==> src/rtl/sram_ctrl_pkg.sv <==
package sram_ctrl_pkg;

  typedef enum logic [1:0] {ST_IDLE, ST_WR, ST_WEND, ST_RD} state_e;

  typedef struct packed {
    int unsigned wc;   // write cycle
    int unsigned pwe;  // write strobe width
    int unsigned aw;   // address valid to write end
    int unsigned sd;   // data valid to write end
    int unsigned rc;   // read cycle
    int unsigned aa;   // address to data
    int unsigned doe;  // output enable to data
    int unsigned hz;   // worst memory turn-off
  } grade_t;

  function automatic grade_t grade_times(int unsigned speed_ns);
    case (speed_ns)
      20:      return '{wc: 20, pwe: 15, aw: 15, sd: 10, rc: 20, aa: 20, doe: 9,  hz: 8};
      25:      return '{wc: 25, pwe: 15, aw: 20, sd: 10, rc: 25, aa: 25, doe: 12, hz: 10};
      35:      return '{wc: 35, pwe: 20, aw: 25, sd: 12, rc: 35, aa: 35, doe: 15, hz: 10};
      default: return '{wc: 15, pwe: 12, aw: 12, sd: 8,  rc: 15, aa: 15, doe: 8,  hz: 7};
    endcase
  endfunction

  function automatic int unsigned ns2cyc(int unsigned t_ns, int unsigned clk_ns);
    int unsigned c;
    c = (t_ns + clk_ns - 1) / clk_ns;
    return (c == 0) ? 1 : c;
  endfunction

  function automatic int unsigned max2(int unsigned a, int unsigned b);
    return (a > b) ? a : b;
  endfunction

  function automatic int unsigned we_cycles(grade_t g, int unsigned clk_ns);
    return max2(max2(ns2cyc(g.pwe, clk_ns), ns2cyc(g.aw, clk_ns)),
                ns2cyc(g.hz, clk_ns) + ns2cyc(g.sd, clk_ns));
  endfunction

  function automatic int unsigned end_cycles(grade_t g, int unsigned clk_ns);
    int unsigned wc, we;
    wc = ns2cyc(g.wc, clk_ns);
    we = we_cycles(g, clk_ns);
    return (wc > we + 1) ? wc - we : 1;
  endfunction

  function automatic int unsigned rd_cycles(grade_t g, int unsigned clk_ns);
    return max2(max2(ns2cyc(g.aa, clk_ns), ns2cyc(g.doe, clk_ns)), ns2cyc(g.rc, clk_ns));
  endfunction

endpackage

==> src/rtl/sram_ctrl_seq.sv <==
module sram_ctrl_seq
  import sram_ctrl_pkg::*;
#(
  parameter int unsigned WE_CYC  = 2,
  parameter int unsigned END_CYC = 1,
  parameter int unsigned RD_CYC  = 2,
  parameter int unsigned HZ_CYC  = 1,
  parameter int unsigned CNT_W   = 4
) (
  input  logic clk_i,
  input  logic rst_ni,
  input  logic req_i,
  input  logic we_i,
  output logic ready_o,
  output logic load_o,
  output logic capture_o,
  output logic ce_o,
  output logic oe_o,
  output logic we_o,
  output logic drv_o
);

  state_e           state_q;
  logic [CNT_W-1:0] cnt_q;

  assign ready_o   = (state_q == ST_IDLE);
  assign load_o    = ready_o && req_i;
  assign capture_o = (state_q == ST_RD) && (cnt_q == CNT_W'(RD_CYC - 1));

  always_ff @(posedge clk_i or negedge rst_ni) begin
    if (!rst_ni) begin
      state_q <= ST_IDLE;
      cnt_q   <= '0;
      ce_o    <= 1'b0;
      oe_o    <= 1'b0;
      we_o    <= 1'b0;
      drv_o   <= 1'b0;
    end else begin
      unique case (state_q)
        ST_IDLE: begin
          if (req_i) begin
            cnt_q <= '0;
            ce_o  <= 1'b1;
            if (we_i) begin
              we_o    <= 1'b1;
              state_q <= ST_WR;
            end else begin
              oe_o    <= 1'b1;
              state_q <= ST_RD;
            end
          end
        end
        ST_WR: begin
          cnt_q <= cnt_q + 1'b1;
          // wait out memory turn-off before driving
          if (cnt_q == CNT_W'(HZ_CYC - 1)) drv_o <= 1'b1;
          if (cnt_q == CNT_W'(WE_CYC - 1)) begin
            we_o    <= 1'b0;
            cnt_q   <= '0;
            state_q <= ST_WEND;
          end
        end
        ST_WEND: begin
          cnt_q <= cnt_q + 1'b1;
          if (cnt_q == CNT_W'(END_CYC - 1)) begin
            ce_o    <= 1'b0;
            drv_o   <= 1'b0;
            state_q <= ST_IDLE;
          end
        end
        ST_RD: begin
          cnt_q <= cnt_q + 1'b1;
          if (capture_o) begin
            ce_o    <= 1'b0;
            oe_o    <= 1'b0;
            state_q <= ST_IDLE;
          end
        end
        default: state_q <= ST_IDLE;
      endcase
    end
  end

endmodule

==> src/rtl/sram_ctrl_dpath.sv <==
module sram_ctrl_dpath #(
  parameter int unsigned ADDR_W = 15,
  parameter int unsigned DATA_W = 8
) (
  input  logic              clk_i,
  input  logic              rst_ni,
  input  logic              load_i,
  input  logic              capture_i,
  input  logic [ADDR_W-1:0] addr_i,
  input  logic [DATA_W-1:0] wdata_i,
  input  logic [DATA_W-1:0] dq_i,
  output logic [ADDR_W-1:0] addr_o,
  output logic [DATA_W-1:0] dq_o,
  output logic [DATA_W-1:0] rdata_o,
  output logic              rvalid_o
);

  always_ff @(posedge clk_i or negedge rst_ni) begin
    if (!rst_ni) begin
      addr_o   <= '0;
      dq_o     <= '0;
      rdata_o  <= '0;
      rvalid_o <= 1'b0;
    end else begin
      rvalid_o <= capture_i;
      if (load_i) begin
        addr_o <= addr_i;
        dq_o   <= wdata_i;
      end
      if (capture_i) rdata_o <= dq_i;
    end
  end

endmodule

==> src/rtl/sram_ctrl.sv <==
module sram_ctrl
  import sram_ctrl_pkg::*;
#(
  parameter int unsigned SPEED_NS = 15,
  parameter int unsigned CLK_NS   = 10,
  parameter int unsigned ADDR_W   = 15,
  parameter int unsigned DATA_W   = 8
) (
  input  logic              clk_i,
  input  logic              rst_ni,
  input  logic              req_i,
  input  logic              we_i,
  input  logic [ADDR_W-1:0] addr_i,
  input  logic [DATA_W-1:0] wdata_i,
  output logic              ready_o,
  output logic [DATA_W-1:0] rdata_o,
  output logic              rvalid_o,
  output logic [ADDR_W-1:0] sram_addr_o,
  output logic              sram_ce1_no,
  output logic              sram_ce2_o,
  output logic              sram_oe_no,
  output logic              sram_we_no,
  output logic [DATA_W-1:0] sram_dq_o,
  output logic              sram_dq_oe_o,
  input  logic [DATA_W-1:0] sram_dq_i
);

  localparam grade_t      TG      = grade_times(SPEED_NS);
  localparam int unsigned WE_CYC  = we_cycles(TG, CLK_NS);
  localparam int unsigned END_CYC = end_cycles(TG, CLK_NS);
  localparam int unsigned RD_CYC  = rd_cycles(TG, CLK_NS);
  localparam int unsigned HZ_CYC  = ns2cyc(TG.hz, CLK_NS);
  localparam int unsigned MAX_CYC = max2(max2(WE_CYC, END_CYC), RD_CYC);
  localparam int unsigned CNT_W   = $clog2(MAX_CYC + 1);

  logic load, capture, ce, oe, we, drv;

  sram_ctrl_seq #(
    .WE_CYC (WE_CYC),
    .END_CYC(END_CYC),
    .RD_CYC (RD_CYC),
    .HZ_CYC (HZ_CYC),
    .CNT_W  (CNT_W)
  ) i_seq (
    .clk_i    (clk_i),
    .rst_ni   (rst_ni),
    .req_i    (req_i),
    .we_i     (we_i),
    .ready_o  (ready_o),
    .load_o   (load),
    .capture_o(capture),
    .ce_o     (ce),
    .oe_o     (oe),
    .we_o     (we),
    .drv_o    (drv)
  );

  sram_ctrl_dpath #(
    .ADDR_W(ADDR_W),
    .DATA_W(DATA_W)
  ) i_dpath (
    .clk_i    (clk_i),
    .rst_ni   (rst_ni),
    .load_i   (load),
    .capture_i(capture),
    .addr_i   (addr_i),
    .wdata_i  (wdata_i),
    .dq_i     (sram_dq_i),
    .addr_o   (sram_addr_o),
    .dq_o     (sram_dq_o),
    .rdata_o  (rdata_o),
    .rvalid_o (rvalid_o)
  );

  assign sram_ce1_no  = ~ce;
  assign sram_ce2_o   = ce;
  assign sram_oe_no   = ~oe;
  assign sram_we_no   = ~we;
  assign sram_dq_oe_o = drv;

endmodule

==> config.mk <==
export PLATFORM = sky130hd
export DESIGN_NAME = sram_ctrl
export DESIGN_NICKNAME = d
export VERILOG_FILES = /design/src/rtl/sram_ctrl_pkg.sv /design/src/rtl/sram_ctrl_seq.sv /design/src/rtl/sram_ctrl_dpath.sv /design/src/rtl/sram_ctrl.sv
export SDC_FILE = /design/constraint.sdc
export NUM_CORES = 1
export LEC_CHECK = 0
export ABC_CLOCK_PERIOD_IN_PS = 1800
export BUFFER_PORTS_ARGS = -buffer_cell sky130_fd_sc_hd__buf_4
export CAP_MARGIN = 20
export CORE_MARGIN = 3
export CORE_UTILIZATION = 25
export DETAILED_ROUTE_END_ITERATION = 8
export PLACE_DENSITY = 0.55
export SKIP_CTS_REPAIR_TIMING = 1
export SLEW_MARGIN = 10
export SYNTH_ARGS = -nofsm -noshare
export SYNTH_HDL_FRONTEND = slang
export SYNTH_HIERARCHICAL = 1
export SYNTH_SLANG_ARGS = --single-unit
==> constraint.sdc <==
create_clock -name clk_i -period 1.8 [get_ports clk_i]
set_input_delay 0.36 -clock clk_i [delete_from_list [all_inputs] [get_ports clk_i]]
set_output_delay 0.36 -clock clk_i [all_outputs]
set_load 0.02 [all_outputs]
==> summary by stage, run 1 <==
Yosys
By count the netlist is led by sky130_fd_sc_hd__dfrtp_1 (40), sky130_fd_sc_hd__mux2_2 (31), sky130_fd_sc_hd__inv_1 (9), sky130_fd_sc_hd__nor2_1 (6), sky130_fd_sc_hd__o21ai_0 (6). The total number of yosys warnings is 6. In this run, synthesis produced a sequential element count of 40. The top flip-flop cell by instance count after synthesis is sky130_fd_sc_hd__dfrtp_1. Of all flip-flops after synthesis, the portion carrying an async set or reset was between 90% and 100%. The post-synthesis cell count is 118. Synthesis produced a netlist with a net count of ~160.

Counting flops with a built-in enable in the synthesized netlist gives 0. The per-instance average area after synthesis is around 14 um^2. The unique cell type count in the Yosys netlist is 19. After synthesis, the cell types taking the most area are sky130_fd_sc_hd__dfrtp_1 (61%), sky130_fd_sc_hd__mux2_2 (21%), sky130_fd_sc_hd__ha_1 (2.3%), sky130_fd_sc_hd__inv_1 (2.1%), sky130_fd_sc_hd__buf_6 (2.1%). The combined area of all synthesized cells is around 1600 um^2. Summing the sequential cell areas from Yosys gives between 60% and 70% of the chip area.

The top cell type by total area after synthesis is sky130_fd_sc_hd__dfrtp_1. sky130_fd_sc_hd__dfrtp_1 is the most common cell in the netlist. After synthesis, the largest area contributor takes up 61.1% of total cell area.

Placed design
The total instance count after detailed placement is 264. The final HPWL from detailed placement is approximately 2600 um. Port buffering added a little over 70 buffers.

The congestion estimate from routability-driven global placement came to 0.709.

Drt
The total via count after detailed routing is 1,175. The number of antenna-violating nets in the routed design is 0. The starting DRC count in detailed routing is 54. In the final routed layout, each cell accounts on average for 13.1 um. For this run, design rule violations remaining after detail routing come to 0. The number of iterations in the first detailed-routing pass is 3.

The ratio of routed vias to standard cells is about 4.3. The total wirelength of the detailed-routed design is around 3600 um.

Clock tree
TritonCTS built the clock tree. After clock tree synthesis, the clock-pin slew on the worst setup and hold paths is 0.08 ns. The maximum root-to-sink buffer count is 2. The number of levels in the clock H-tree is 2. The cell at the root of the clock tree is sky130_fd_sc_hd__clkbuf_8. Buffers inserted during clock tree synthesis total 5. The clock network latency to the later pin of the worst-skew pair is 0.29 ns.

The total number of clock tree sinks is 40.

Status
The flow ran to the end, and the final reports show no timing, DRC or antenna violations.

Timing
After layout, the minimum clock period comes to between 1.5 and 2 ns. The transition at the pin with the smallest max-transition slack is slightly above 0.5 ns. The smallest hold slack is approximately 0.041 ns. Headroom to the max-slew limit came out at between 60% and 70%.

The number of pins exceeding their max-slew limit in the final report was 0. The worst setup skew after layout is ~0.0045 ns. The setup total negative slack is 0 ns. Setup violations remaining at the end of the flow were counted as 0. The post-route fraction of the period consumed by the critical path is 85.7%. Setup repair after global routing left no endpoint under its margin.

The maximum clock frequency is approximately 650 MHz. The hold violation count in the final report is 0.

Global routing
The number of antenna violations at the first check in global routing is 0. Global routing used between 9 and 10% of the available tracks across all layers. The via count of the first global-routing pass is ~1,200. Entering global routing, the biggest net connects between 40 and 50 pins.

The first global-routing pass estimated a little under 6000 um of wire. For this run the aggregate overflow at the end of global routing stands at 0.

Power
Across the VDD grid, the largest voltage drop is slightly below 0.0008 V. Summed over all cells, the static leakage comes to between 1 and 1.5 nW. For this design the ratio of total power to cell area is 1900 nW/um^2.

Finish
The area growth from synthesis to layout is 44.5%. The post-layout utilization of the core is roughly 39%. The repair_antennas step left the layout with diodes totalling 0. The net count of the finished layout is approximately 230.

Leaving out filler cells and counting taps, the final layout contains between 200 and 300. The fraction of layout cells with a size suffix above 1 is between 50% and 60%.

Floorplanning
The core region is roughly 6000 um^2. The count of boundary I/O pins is 73. Row generation in the floorplan step produced 28 rows. The die covers roughly 7600 um^2.

The effective utilization at floorplan is a little over a quarter. From left edge to right edge, the die measures between 80 and 90 um. The die is just under 90 um tall.

Worst setup path
The worst path arrival time is about 1.2 ns. The worst setup path is launched from a flop. Along the worst path, the maximum fanout reaches 9. Data on the critical path is required at its endpoint by roughly 1.4 ns. The type of element capturing the critical path is an output port.

The path type of the worst setup path is reg -> out.

Job
Max-cap violations in this run came to 0.

Min path
The class of the tightest hold or removal check is in -> async.
==> layout by cell type (no fill, tap or decap), drive strengths merged <==
cell,Yosys,routed
ha,3,3
a221oi,1,1
nand2b,1,1
inv,9,9
a31oi,2,2
mux2,31,31
nor2,6,6
dfrtp,40,40
or2b,1,1
nor3,1,1
nor2b,2,2
a2bb2oi,1,1
clkbuf,0,7
buf,5,76
mux2i,1,1
a21oi,3,3
o21ai,7,7
clkinvlp,0,1
nand2,4,4
==> registers in the layout (all words and copies together), names as in the netlist <==
| register | count |
|---|---|
| i_dpath/addr_o | 15 |
| i_dpath/dq_o | 8 |
| i_dpath/rdata_o | 8 |
| i_dpath/rvalid_o | 1 |
| i_seq/ce_o | 1 |
| i_seq/cnt_q | 2 |
| i_seq/drv_o | 1 |
| i_seq/oe_o | 1 |
| i_seq/state_q | 2 |
| i_seq/we_o | 1 |
==> path summary, 6_finish.rpt <==
| path | start | to | slack (ns) | depth (start not counted) |
|---|---|---|---|---|
| max in group asynchronous | rst_ni | i_seq/we_o | 1.41 | 1 |
| hold reg to reg | i_dpath/dq_o[1] | i_dpath/dq_o[1] | 0.51 | 1 |
| setup reg to reg | i_seq/cnt_q[1] | i_dpath/rdata_o[0] | 0.30 | 6 |
| setup / recovery | i_seq/state_q[1] | ready_o | 0.26 | 3 |
| hold / removal | rst_ni | i_dpath/addr_o[10] | 0.04 | 1 |
| min in group clk_i | addr_i[0] | i_dpath/addr_o[0] | 0.30 | 2 |
==> routing by layer <==
| metal | vias to the layer above | global-route usage, % | routed length (um) |
|---|---|---|---|
| met4 | 0 | 3.82 | 55 |
| met5 | - | 0 | 0 |
| met3 | 5 | 4.07 | 252 |
| met2 | 33 | 15.5 | 1780 |
| met1 | 581 | 12.5 | 1490 |
| li1 | 556 | - | - |
==> worst max-delay path, cell delays in order (launching register included) <==
cell	delay [ns]
sky130_fd_sc_hd__dfrtp_1	0.45
sky130_fd_sc_hd__buf_4	0.20
sky130_fd_sc_hd__nor2_1	0.11
sky130_fd_sc_hd__buf_4	0.15
==> cell type report <==
type	instances	area, um^2
Inverter	9	33.8
Clock inverter	1	7.51
Fill cell	617	3760
Tap cell	75	93.8
Sequential cell	40	1000
Timing Repair Buffer	76	583
Multi-Input combinational cell	64	563
Clock buffer	7	86.3
==> stage by stage <==
stage	worst slack, ns	area, um^2	total power (W)
floorplan	0.293	1640	0.00298
global placement	0.326	2270	0.00391
detailed placement	0.289	2270	0.00394
CTS	0.249	2370	0.00458
global route	0.196	2370	0.00483
finish	0.258	2370	0.00450
==> kinds of logic (layout without fill, tap and decap cells) <==
kind of cell / Yosys count / in the layout / share of synthesized area (%)
buffers and inverters: 14 / 93 / 4.73
AND/OR/NAND/NOR: 15 / 15 / 4.50
multiplexers: 32 / 32 / 21.9
adder cells (fa/ha/maj): 3 / 3 / 2.29
AO/OA/AOI/OAI: 14 / 14 / 5.50
flip-flops: 40 / 40 / 61.1
==> where the power goes <==
part           internal [W]  total (W)  switching [W]
clock network      0.000312   0.000619       0.000308
registers           0.00135    0.00160       0.000250
logic               0.00112    0.00228        0.00116
Power figures use the tool's default switching activity.
==> inputs of run 2 (changes only) <==
- ABC_CLOCK_PERIOD_IN_PS: 1800 -> 1580
- clock period: 1.8 -> 1.58 ns (I/O delays scaled with it)
==> run 2 against run 1 <==
Via count down 0.60%. Wire length down 2.2%. Clock skew about the same. Die area unchanged. Clock power up 3.2%. Total power up 13%. Sequential power up 14%. Combinational power up 14%. Non-clock buffer count unchanged. Sequential share of layout area about the same. Core utilization about the same. Critical path type unchanged.
==> summary by stage, run 2 (synthesized netlist as in run 1, its figures left out) <==
Status
The flow ran to the end, and the final reports show no timing, DRC or antenna violations.

Floorplanning
During I/O placement, the number of pins put on the boundary was 73. The standard cell core area is just over 6000 um^2. The floorplan step set the die height to between 80 and 90 um.

The die outline width is between 80 and 90 um. The initialized floorplan defines 28 standard-cell rows. The effective utilization at floorplan is a little over a quarter. The floorplan die area is 7560 um^2.

Timing
At the pin with the least slew margin, the transition time is around 0.51 ns. The number of pins exceeding their max-slew limit in the final report is 0. Static timing analysis puts the maximum clock frequency at 679 MHz. The number of failing setup endpoints in the final timing report is 0. Counting I/O delays and the setup requirement, the final critical path takes approximately 1.5 ns. Dividing the final minimum period by the clock period gives 93.2%. The hold violation count in the final report is 0.

Setup repair after global routing left no endpoint under its margin. The setup total negative slack is 0 ns. For the final database, setup skew stands at between 0.004 and 0.005 ns.

The relative slew slack is between 60% and 70%.

Finish
The number of filler cells placed in the layout is between 500 and 600. The multi-input combinational cells in the finished layout cover a total of between 500 and 600 um^2. The repair_antennas step left the layout with diodes totalling 0. Counting flops per register, the top entry is i_dpath/addr_o. From synthesis to final layout, the design area changed by 44.6%.

The library cell used most frequently in the layout, excluding fill and tap cells, is sky130_fd_sc_hd__buf_4. The non-filler instance count after layout is 271. After the last flow step, the layout net total stands at roughly 230. The storage element area is approximately 1000 um^2.

Cells with a size suffix above 1 make up between 60 and 70% of the layout. The largest registers in the layout are i_dpath/addr_o (15), i_dpath/dq_o (8), i_dpath/rdata_o (8). Leaving out fill and tap cells, the most frequent cells in the layout are sky130_fd_sc_hd__buf_4 (75), sky130_fd_sc_hd__dfrtp_1 (39), sky130_fd_sc_hd__mux2_2 (31).

The register with the most flip-flops in the layout has 15 of them. The post-layout utilization of the core is about two fifths.

Global routing
The remaining global-route overflow is 0. The combined global-route utilization of all metal layers is 9.10%. The number of antenna violations at the first check in global routing is 0. The first global-routing pass estimated approximately 5400 um of wire. Entering global routing, the biggest net connects between 40 and 50 pins. The via count of the first global-routing pass came to 1,161.

Drt
The ratio of routed vias to standard cells is 4.31. The final layout contains routed wiring with a total length of around 3500 um. The detail route stage leaves a number of antenna-violating nets equal to 0. The first routing iteration left 48 violations.

The number of iterations in the first detailed-routing pass is 4. In the routed design, unresolved DRC markers number 0. The routed layout has approximately 1,200 vias. The average wire per cell in the routed design is approximately 13 um.

Power
For this design the ratio of total power to cell area is around 2100 nW/um^2. Cell internal power was estimated by the tool at approximately 0.0031 W. Per report_power, the clock group accounts for 12.6% of the total.

The leakage power total is roughly 1.1 nW. The largest voltage drop on the vdd net is 0.000881 V. The switching power share of the total is about two fifths. The analysis attributes to net switching a power of about 0.0019 W. Of the total power, registers draw 36.1%. The share of total power dissipated in combinational logic is 51.3%.

Clock tree
The clock network latency to the later pin of the worst-skew pair is between 0.2 and 0.3 ns. The clock buffer count from CTS is 5. TritonCTS built the clock tree. The clock tree synthesis step divided the H-tree into 2 levels. CTS saw 40 sinks. CTS placed an instance of sky130_fd_sc_hd__clkbuf_8 at the clock tree root.

The clock passes through at most 2 buffers. The register clock-pin slew on the reported worst setup and hold paths is around 0.070 ns.

Worst setup path
Traced cell by cell, the critical path runs through buf_4 -> nor2_1 -> buf_4. For this run, the slowest stage of the critical path takes 0.44 ns. The largest delay contributor family on the critical path is flip-flops. The register-to-register path setup slack is about 0.13 ns. The worst path arrival time is approximately 1.2 ns. The standard cell with the maximum stage delay on the critical path is sky130_fd_sc_hd__dfrtp_2. For the worst setup path, the data required time is approximately 1.3 ns. The worst setup path is of the reg -> out kind. The source of the worst register-to-register timing path is i_seq/cnt_q[1].

The critical path's most frequent cell is sky130_fd_sc_hd__buf_4. Along the worst path, the maximum fanout reaches 9. The type of origin of the critical path is a flop.

The capture point of the worst reg-to-reg path is i_dpath/rdata_o[0]. For the worst flop-to-flop path, the logic depth is 6. The worst setup path is captured at an output port.

Together, buffers and inverters on the worst path number 2.

Placed design
The placer's final routability congestion estimate is between 0.7 and 0.8. During placement, the flow inserted port buffers numbering between 70 and 80. The HPWL after detailed placement is ~2600 um. The total instance count after detailed placement is ~260.

Job
Max-cap violations in this run came to 0.

Min path
The class of the tightest hold or removal check is in -> async.
==> run 2: cell count changes in the layout (fill, tap and decap cells not counted) <==
cell,before,now
sky130_fd_sc_hd__dfrtp_1,40,39
sky130_fd_sc_hd__clkbuf_1,1,0
sky130_fd_sc_hd__clkbuf_8,6,5
sky130_fd_sc_hd__ha_1,3,2
sky130_fd_sc_hd__dfrtp_2,0,1
sky130_fd_sc_hd__clkinv_2,0,1
sky130_fd_sc_hd__ha_4,0,1
==> run 2: layout make-up <==
cell class	count	share of cell area, %
Tap cell	75	3.96
Clock inverter	2	0.528
Clock buffer	5	2.90
Inverter	9	1.43
Multi-Input combinational cell	64	24.3
Sequential cell	40	42.3
Timing Repair Buffer	76	24.6
==> run 2: how the worst max path moves through the flow <==
stage	endpoint	cells after the start	slack, ns	startpoint
finish	ready_o	3	0.11	i_seq/state_q[1]
global route	ready_o	3	0.01	i_seq/state_q[1]
CTS	ready_o	3	0.06	i_seq/state_q[1]
detailed placement	i_dpath/rdata_o[6]	6	0.08	i_seq/cnt_q[1]
global placement	i_dpath/rdata_o[3]	6	0.11	i_seq/cnt_q[1]
floorplan	i_dpath/addr_o[0]	4	0.07	i_seq/state_q[1]
==> run 2: routing by layer <==
metal,vias to the layer above,part of all wire (%),global-route usage [%]
met2,34,51,15.2
met1,568,41,10.6
met5,-,0,0
li1,561,-,-
met3,5,6.8,3.50
met4,0,1.1,3.40
==> run 2: through the flow <==
| step | hold WS, ns | instance area, um^2 | power [W] | setup WS (ns) |
|---|---|---|---|---|
| after floorplan | 0.0204 | 1640 | 0.00339 | 0.0734 |
| after global placement | 0.340 | 2270 | 0.00446 | 0.106 |
| after detailed placement | 0.341 | 2270 | 0.00448 | 0.0793 |
| after CTS | 0.0111 | 2360 | 0.00515 | 0.0615 |
| after global routing | 0.0297 | 2370 | 0.00542 | 0.00988 |
| final | 0.00341 | 2370 | 0.00507 | 0.108 |
==> run 2: power by group through the flow <==
stage	clock network [W]	registers (W)	logic [W]
2_1_floorplan	0	0.00235	0.00104
3_3_place_gp	0	0.00184	0.00261
3_5_place_dp	0	0.00185	0.00263
4_1_cts	0.000688	0.00183	0.00263
5_1_grt	0.000717	0.00190	0.00280
6_report	0.000639	0.00183	0.00260
